<file path="src/rtl/alu_flag_pkg.sv">
package alu_flag_pkg;

  localparam int ZBIT = 2;
  localparam int CBIT = 3;
  localparam int NBIT = 4;

  typedef enum logic [4:0] {
    OP_ADD  = 5'd0,  OP_ADC  = 5'd1,  OP_AND  = 5'd2,  OP_OR   = 5'd3,
    OP_XOR  = 5'd4,  OP_SHL  = 5'd5,  OP_SHR  = 5'd6,  OP_SAR  = 5'd7,
    OP_NEG  = 5'd8,  OP_NOT  = 5'd9,  OP_CMP  = 5'd10, OP_ADDI = 5'd11,
    OP_ANDI = 5'd12, OP_ORI  = 5'd13, OP_SHI  = 5'd14, OP_SARI = 5'd15,
    OP_LDLO = 5'd16, OP_LDHI = 5'd17
  } opCode_e;

  typedef enum logic [3:0] {
    FN_ADD, FN_SUB, FN_AND, FN_OR, FN_XOR, FN_NOT,
    FN_SHL, FN_SHR, FN_SAR, FN_LDLO, FN_LDHI, FN_ZERO
  } funcSel_e;

  typedef enum logic [2:0] {
    BS_REG, BS_ADDIMM, BS_SEXTIMM, BS_CNT8, BS_CNT16
  } bSrc_e;

  typedef enum logic [1:0] {
    FM_NONE, FM_ARITH, FM_LOGIC
  } flagMode_e;

  typedef struct packed {
    funcSel_e  func;
    bSrc_e     bSrc;
    flagMode_e flagMode;
    logic      useCarry;
    logic      negMode;
    logic      writeRes;
  } aluStrobe_t;

endpackage

</file>
<file path="src/rtl/alu_flag_ctrl.sv">
module alu_flag_ctrl
  import alu_flag_pkg::*;
(
  input  logic [4:0]  opSel,
  input  logic        immDir,
  output aluStrobe_t  strobe
);

  always_comb begin
    strobe          = '0;
    strobe.func     = FN_ZERO;
    strobe.bSrc     = BS_REG;
    strobe.flagMode = FM_NONE;
    strobe.writeRes = 1'b1;
    case (opSel)
      OP_ADD:  begin strobe.func = FN_ADD; strobe.flagMode = FM_ARITH; end
      OP_ADC:  begin strobe.func = FN_ADD; strobe.flagMode = FM_ARITH; strobe.useCarry = 1'b1; end
      OP_AND:  begin strobe.func = FN_AND; strobe.flagMode = FM_LOGIC; end
      OP_OR:   begin strobe.func = FN_OR;  strobe.flagMode = FM_LOGIC; end
      OP_XOR:  begin strobe.func = FN_XOR; strobe.flagMode = FM_LOGIC; end
      OP_SHL:  begin strobe.func = FN_SHL; strobe.flagMode = FM_ARITH; end
      OP_SHR:  begin strobe.func = FN_SHR; strobe.flagMode = FM_ARITH; end
      OP_SAR:  begin strobe.func = FN_SAR; strobe.flagMode = FM_ARITH; end
      OP_NEG:  begin strobe.func = FN_SUB; strobe.flagMode = FM_ARITH; strobe.negMode = 1'b1; end
      OP_NOT:  begin strobe.func = FN_NOT; strobe.flagMode = FM_LOGIC; end
      OP_CMP:  begin strobe.func = FN_SUB; strobe.flagMode = FM_ARITH; strobe.writeRes = 1'b0; end
      OP_ADDI: begin strobe.func = FN_ADD; strobe.flagMode = FM_ARITH; strobe.bSrc = BS_ADDIMM; end
      OP_ANDI: begin strobe.func = FN_AND; strobe.flagMode = FM_LOGIC; strobe.bSrc = BS_SEXTIMM; end
      OP_ORI:  begin strobe.func = FN_OR;  strobe.flagMode = FM_LOGIC; strobe.bSrc = BS_SEXTIMM; end
      OP_SHI:  begin
        strobe.func     = immDir ? FN_SHR : FN_SHL;
        strobe.flagMode = FM_ARITH;
        strobe.bSrc     = BS_CNT8;
      end
      OP_SARI: begin strobe.func = FN_SAR; strobe.flagMode = FM_ARITH; strobe.bSrc = BS_CNT16; end
      OP_LDLO: strobe.func = FN_LDLO;
      OP_LDHI: strobe.func = FN_LDHI;
      default: strobe.writeRes = 1'b0;
    endcase
  end

endmodule

</file>
<file path="src/rtl/alu_flag_dp.sv">
module alu_flag_dp
  import alu_flag_pkg::*;
#(
  parameter int W    = 16,
  parameter int IMMW = 8
)(
  input  aluStrobe_t        strobe,
  input  logic [W-1:0]      opA,
  input  logic [W-1:0]      opB,
  input  logic [IMMW-1:0]   immVal,
  input  logic [W-1:0]      statusIn,
  output logic [W-1:0]      result,
  output logic [W-1:0]      statusOut
);

  localparam int NIB = 4;
  localparam int LOW = W - IMMW;

  logic [W-1:0] immSext;
  logic [W-1:0] bVal;
  logic [W:0]   addRes;
  logic [W:0]   subRes;
  logic [W:0]   shlExt;
  logic [W:0]   shrExt;
  logic [W:0]   sarExt;
  logic [W:0]   fullRes;
  logic [W-1:0] subX;
  logic [W-1:0] subY;
  logic         cFlag;

  assign immSext = {{(W-NIB){immVal[NIB-1]}}, immVal[NIB-1:0]};

  always_comb begin
    case (strobe.bSrc)
      BS_ADDIMM:  bVal = (immVal[NIB-1:0] == '0) ? W'(8) : immSext;
      BS_SEXTIMM: bVal = immSext;
      BS_CNT8:    bVal = (immVal[NIB-2:0] == '0) ? W'(8) : W'(immVal[NIB-2:0]);
      BS_CNT16:   bVal = (immVal[NIB-1:0] == '0) ? W'(16) : W'(immVal[NIB-1:0]);
      default:    bVal = opB;
    endcase
  end

  assign subX   = strobe.negMode ? '0 : opA;
  assign subY   = strobe.negMode ? opA : bVal;
  assign addRes = {1'b0, opA} + {1'b0, bVal} + {{W{1'b0}}, strobe.useCarry & statusIn[CBIT]};
  assign subRes = {1'b0, subX} - {1'b0, subY};
  assign shlExt = {1'b0, opA} << bVal;
  assign shrExt = {opA, 1'b0} >> bVal;
  assign sarExt = $signed({opA, 1'b0}) >>> bVal;

  always_comb begin
    fullRes = '0;
    cFlag   = statusIn[CBIT];
    case (strobe.func)
      FN_ADD:  begin fullRes = addRes; cFlag = addRes[W]; end
      FN_SUB:  begin fullRes = subRes; cFlag = subRes[W]; end
      FN_AND:  fullRes[W-1:0] = opA & bVal;
      FN_OR:   fullRes[W-1:0] = opA | bVal;
      FN_XOR:  fullRes[W-1:0] = opA ^ bVal;
      FN_NOT:  fullRes[W-1:0] = ~opA;
      FN_SHL:  begin fullRes = shlExt; cFlag = shlExt[W]; end
      FN_SHR:  begin fullRes[W-1:0] = shrExt[W:1]; cFlag = shrExt[0]; end
      FN_SAR:  begin fullRes[W-1:0] = sarExt[W:1]; cFlag = sarExt[0]; end
      FN_LDLO: fullRes[W-1:0] = {{LOW{immVal[IMMW-1]}}, immVal};
      FN_LDHI: fullRes[W-1:0] = {immVal, opA[LOW-1:0]};
      default: fullRes = '0;
    endcase
  end

  assign result = fullRes[W-1:0];

  always_comb begin
    statusOut = statusIn;
    if (strobe.flagMode != FM_NONE) begin
      statusOut[ZBIT] = (fullRes[W-1:0] == '0);
      statusOut[NBIT] = fullRes[W-1];
      if (strobe.flagMode == FM_ARITH) statusOut[CBIT] = cFlag;
    end
  end

endmodule

</file>
<file path="src/rtl/alu_flag_unit.sv">
module alu_flag_unit
  import alu_flag_pkg::*;
#(
  parameter int W    = 16,
  parameter int IMMW = 8,
  parameter int OPW  = 5
)(
  input  logic [OPW-1:0]  opSel,
  input  logic [W-1:0]    opA,
  input  logic [W-1:0]    opB,
  input  logic [IMMW-1:0] immVal,
  input  logic [W-1:0]    statusIn,
  output logic [W-1:0]    result,
  output logic [W-1:0]    statusOut,
  output logic            resWrite
);

  aluStrobe_t strobe;

  alu_flag_ctrl u_ctrl (
    .opSel  (opSel),
    .immDir (immVal[3]),
    .strobe (strobe)
  );

  alu_flag_dp #(.W(W), .IMMW(IMMW)) u_dp (
    .strobe    (strobe),
    .opA       (opA),
    .opB       (opB),
    .immVal    (immVal),
    .statusIn  (statusIn),
    .result    (result),
    .statusOut (statusOut)
  );

  assign resWrite = strobe.writeRes;

endmodule

</file>
<file path="config.mk">
export PLATFORM = sky130hd
export DESIGN_NAME = alu_flag_unit
export DESIGN_NICKNAME = d
export VERILOG_FILES = /design/src/rtl/alu_flag_pkg.sv /design/src/rtl/alu_flag_ctrl.sv /design/src/rtl/alu_flag_dp.sv /design/src/rtl/alu_flag_unit.sv
export SDC_FILE = /design/constraint.sdc
export NUM_CORES = 1
export LEC_CHECK = 0
export BUFFER_PORTS_ARGS = -buffer_cell sky130_fd_sc_hd__buf_4
export CAP_MARGIN = 20
export CORE_MARGIN = 2
export CORE_UTILIZATION = 55
export DETAILED_ROUTE_END_ITERATION = 8
export PLACE_DENSITY = 0.81
export SETUP_SLACK_MARGIN = 0.05
export SLEW_MARGIN = 15
export SYNTH_ARGS = -nofsm -noshare
export SYNTH_HDL_FRONTEND = slang
export SYNTH_SLANG_ARGS = --single-unit
</file>
<file path="constraint.sdc">
create_clock -name vclk -period 6.2
set_input_delay 0.62 -clock vclk [all_inputs]
set_output_delay 0.62 -clock vclk [all_outputs]
set_load 0.05 [all_outputs]
</file>
### After elaboration in Yosys (flattened, before gate mapping)

Index checks and enable logic that the tools add are counted.

| storage, ports and cells | value |
|---|---|
| register bits | 0 |
| latch bits | 0 |
| memory bits (writable) | 0 |
| memory bits (read-only) | 0 |
| output and inout port bits | 33 |
| memories kept | 0 |

| cells by class | value |
|---|---|
| add/sub/neg operators | 3 |
| multipliers | 0 |
| divide/modulo/power cells | 0 |
| $lt $le $gt $ge | 0 |
| equality and inequality tests | 32 |
| shift operators | 3 |
| multiplexer cells | 17 |
| bitwise gates (word level) | 5 |
| reductions and logical operators | 15 |

Operator list:

| cell | count |
|---|---|
| $pmux W16 S11 | 1 |
| $pmux W16 S4 | 1 |
| $mux W16 | 3 |
| $pmux W4 S12 | 1 |
| $eq A5 B4 Y1 const B | 8 |
| $eq A5 B3 Y1 const B | 4 |
| $add A16 B16 Y17 | 1 |
| $add A17 B1 Y17 | 1 |
| $reduce_or A17 Y1 | 1 |
| $shl A16 B16 Y17 | 1 |
| $shr A17 B16 Y17 | 1 |
| $sshr A17 B16 Y17 | 1 |
| $sub A16 B16 Y17 | 1 |
| $and A16 B16 Y16 | 1 |
| $eq A4 B3 Y1 const B | 4 |
| $logic_not A16 Y1 | 1 |
| $not A16 Y16 | 1 |
| $or A16 B16 Y16 | 1 |
| $xor A16 B16 Y16 | 1 |
| $eq A4 B4 Y1 const B | 3 |
| $pmux W3 S4 | 1 |
| $eq A5 B2 Y1 const B | 2 |
| $eq A5 B5 Y1 const B | 2 |
| $reduce_or A10 Y1 | 1 |
| 21 further kinds | 32 |

### Logic depth before layout (Yosys ltp)

| logic depth | value |
|---|---|
| depth after elaboration | 10 |
| depth in mapped cells | 24 |
| gate-level depth less buffers | 19 |

### Modules after synthesis

From an unflattened synthesis, not the netlist that was laid out.

| second synthesis, totals | value |
|---|---|
| cell total of the unflattened synthesis | 978 |
| area, all modules | 6064.6 µm² |

By module, submodules not included:

| module | times used | cells each | area each (µm²) | sequential area each (µm²) |
|---|---|---|---|---|
| alu_flag_dp | 1 | 932 | 5775.5 | 0.0 |
| alu_flag_ctrl | 1 | 46 | 289.0 | 0.0 |

### Least setup slack after synthesis

No wires, ideal clock.

| path | value |
|---|---|
| path type | input to output |
| from | input port opSel[4] |
| to | output port statusOut[2] |
| data arrival time | 6.629 ns |
| required time | 5.580 ns |
| setup slack | -1.049 ns |
| cell stages on the path | 20 |
| buffers on the path | 5 |
| cells stage by stage | nand2b_1 > buf_2 > o21ai_1 > nand2_2 > inv_2 > clkbuf_1 > clkbuf_1 > buf_1 > buf_1 > fa_1 > nor2b_1 > o31a_1 > o21a_1 > nor2_1 > xnor2_1 > a211oi_1 > o311ai_0 > or4_1 > or4b_1 > o41ai_2 |

| on the way | value |
|---|---|
| word-level cells in the longest chain between the ends | 10 |
| elaborated cells between the ends (all ways) | 63 |

Ends and longest elaborated chain:

| item | RTL line | text |
|---|---|---|
| start, declared | alu_flag_unit.sv:8 | `input logic [OPW-1:0] opSel,` |
| $eq A5 B4 Y1 | alu_flag_ctrl.sv:15 | `case (opSel)` |
| $reduce_or A2 Y1 (no line) | -- |  |
| $pmux W3 S4 | alu_flag_ctrl.sv:15 |  |
| $eq A3 B3 Y1, or another cell as far along | alu_flag_dp.sv:34 | `case (strobe.bSrc)` |
| $pmux W16 S4 | alu_flag_dp.sv:34 |  |
| $add A16 B16 Y17 or $mux W16 (tied branches) | alu_flag_dp.sv:45, alu_flag_dp.sv:44 |  |
| $add A17 B1 Y17 or $sub A16 B16 Y17 (tied branches) | alu_flag_dp.sv:45, alu_flag_dp.sv:46 |  |
| $pmux W16 S11 (*) | alu_flag_dp.sv:54 | `case (strobe.func)` |
| net result[5] | alu_flag_unit.sv:13 | `output logic [W-1:0] result,` |
| $logic_not A16 Y1 (*) | alu_flag_dp.sv:75 | `statusOut[ZBIT] = (fullRes[W-1:0] == '0);` |
| $mux W3 (*) | alu_flag_dp.sv:74 | `if (strobe.flagMode != FM_NONE) begin` |
| end, declared | alu_flag_unit.sv:14 | `output logic [W-1:0] statusOut,` |

Mark *: on every way through the listed nets, which the timed path passes. The rest lies on a longest branch.

### Worst setup path after layout

| path | value |
|---|---|
| from | input port opSel[1] |
| to | output port statusOut[2] |

| on the way | value |
|---|---|
| word-level cells in the longest chain between the ends | 10 |
| elaborated cells between the ends (all ways) | 63 |

Ends and longest elaborated chain:

| item | RTL line |
|---|---|
| $eq A5 B4 Y1 | alu_flag_ctrl.sv:15 |
| $reduce_or A2 Y1 (no line) | -- |
| $pmux W3 S4 | alu_flag_ctrl.sv:15 |
| $eq A3 B3 Y1, or another cell as far along | alu_flag_dp.sv:34 |
| $pmux W16 S4 | alu_flag_dp.sv:34 |
| $add A16 B16 Y17 or $mux W16 (tied branches) | alu_flag_dp.sv:45, alu_flag_dp.sv:44 |
| $add A17 B1 Y17 or $sub A16 B16 Y17 (tied branches) | alu_flag_dp.sv:45, alu_flag_dp.sv:46 |
| $pmux W16 S11 | alu_flag_dp.sv:54 |
| $logic_not A16 Y1 | alu_flag_dp.sv:75 |
| $mux W3 (*) | alu_flag_dp.sv:74 |

Every way passes the cells marked *; elsewhere a longest branch is shown, timed or not.

==> results.cfg <==
[run_status]
status = finished, final reports clean

[worst_hold_path]
hold_class = input port to output port
hold_start = statusIn[10]
whs_path_depth = 0
hold_end = statusOut[10]

[pwr]
irDropWorstVdd_uv = 76.1
switching_power_uw = 501
cellPowerDensity_nw_per_um2 = 121
power.total_uw = 761
leakagePower_nw = 2.56
clkPwrFrac = 0
seq_power_share = 0
combPwrFrac = 1.000
swShare = 0.659
p_int_uw = 259

[routing]
wirelength_um = 27800
drtPass1Iterations = 8
drc = 0
wire_per_inst_um = 25.9
drt_iter0_drc = 1166
ant_nets = 0
via_per_inst = 7.53
via_count = 8055

[setup_path]
path_class = input port to output port
cp.arrival_ns = 5.34
required_ns = 5.58
crit_start = opSel[1]
critical-path-slowest-cell = or4b_4
crit_fanout = 17
path_cells = buf_4 > and3b_1 > a21oi_2 > nand2b_1 > buf_4 > o21ai_0 > nor2_1 > a21oi_1 > ha_1 > o21a_1 > o21a_1 > nand2b_1 > o211a_1 > and4b_1 > o21ai_0 > or4b_4 > or4_1 > or4b_4 > o41ai_4 > buf_4
critPathCaptureType = output port
start_kind = input port
path_buf_inv = 3
cp_common_cell = buf_4
cp_top_family = simple AND/OR/NAND/NOR gates
cpPeakStageDelay_ns = 0.56

[final_layout]
seq_cell_count = 0
final_common_cell = buf_4
fill_cells = 995
nClkBuffers = 0
area_delta_synth_final_pct = 12.8
drive_above_1_share = 0.163
final_cell_mix = buf_4 (108), a21oi_1 (92), nor2_1 (87)
seqCellArea_um2 = 0
final_nets = 1050
finalInstanceArea_um2 = 6310

[place]
portBuffers = 68
place_area_um2 = 6290
hpwl_um = 21700
globalplace.congestion = 1.10

[synth]
synth_adder_area_share = 0.118
postSynthAreaPerCell_um2 = 6.19
synth_warnings = 0
ys_seq_area_frac = 0
synth_compound_area_frac = 0.442
muxShareOfSynthArea = 0.0295
synth_top_area_frac = 0.107
synth-xor-area-share = 0.0329
yosys.area_share.simple = 0.284
synthCells = 904
syn-num-nets = 1016
ys_types = 84
ys_top_cells_by_area = ha_1 (11%), a21oi_1 (8.2%), o21ai_0 (7.2%)
yosysTopAreaCell = ha_1
synth_area_um2 = 5590
synth_top_family_by_area = compound AO/OA/AOI/OAI gates

[sta]
fmax_mhz = 168
finalHoldViolCount = 0
setup_viol = 0
final-max-slew-violation-count = 0
min_period_ns = 5.96
tightest_slew_ns = 0.972
setup_tns_ns = 0
period_share = 0.961
rsz0062_at_grt = no
slew_headroom = 0.346

[die]
placementRows = 36
die_y_um = 105
start_util = 0.570
ios = 94
coreArea_um2 = 9820
die-area_um2 = 11000
die_w_um = 105

[run]
cap_violations = 0

[grt]
grt_pass1_wl_um = 41900
grtUsageTotal = 0.485
grt-ovfl-total = 0
antenna_found_initial = 0
grt_pass1_vias = 7124
grt_max_degree = 49
## Yosys cell counts, drive strengths merged (18+ instances only)
cell	number
a211oi	20
a21oi	95
buf	29
clkbuf	48
ha	48
inv	43
nand2	88
nand2b	18
nand3	37
nor2	88
nor3	25
o211ai	24
o21ai	85
o22ai	21
## through the flow
| stage | worst slack [ns] | instances | utilization | hold slack (ns) |
|---|---|---|---|---|
| finish | 0.239 | 1070 | 0.643 | 1.24 |
| CTS | 0.283 | 1069 | 0.640 | 1.24 |
| global placement | 0.383 | 1069 | 0.640 | 1.24 |
| floorplan | 0.0504 | 904 | - | 1.41 |
| global route | 0.0505 | 1069 | 0.642 | 1.24 |
| detailed placement | 0.286 | 1069 | 0.640 | 1.24 |
## per-layer routing
layer  part of all wire  track usage
met4              0.068        0.207
met3               0.16        0.133
met2               0.41        0.755
met5                  0            0
met1               0.36        0.627
## power groups by stage
stage | registers [mW] | clock network, mW | logic, mW
2_1_floorplan | 0 | 0 | 0.520
3_3_place_gp | 0 | 0 | 0.719
3_5_place_dp | 0 | 0 | 0.722
4_1_cts | 0 | 0 | 0.725
5_1_grt | 0 | 0 | 0.801
6_report | 0 | 0.00000000907 | 0.761
## layout make-up
cell class / instances / area [um2] / area share
Tap cell: 133 / 166 / 0.0264
Timing Repair Buffer: 109 / 831 / 0.132
Multi-Input combinational cell: 784 / 5150 / 0.816
Antenna cell: 1 / 2.50 / 0.000397
Inverter: 43 / 161 / 0.0256
## how the worst max path moves through the flow
| stage | end | slack, ns | cells past startpoint |
|---|---|---|---|
| after floorplan | statusOut[2] | 0.05 | 18 |
| after global placement | statusOut[2] | 0.38 | 18 |
| after detailed placement | statusOut[2] | 0.29 | 16 |
| after CTS | statusOut[2] | 0.28 | 16 |
| after global routing | statusOut[2] | 0.05 | 19 |
| final | statusOut[2] | 0.24 | 20 |
## timing repair
item,CTS,global route
endpoints found under the setup margin,0,1
setup buffers,0,0
hold buffers,0,0
gates resized for setup,0,5
hold endpoints to repair,0,0
## kinds of logic after synthesis
family	after synthesis
and+or+nand+nor	326
adders and majority gates	51
muxes	16
buffers and inverters	120
AOI/OAI and AO/OA	370
xor gates and xnor gates	21
(Power assumes the default switching activity.)
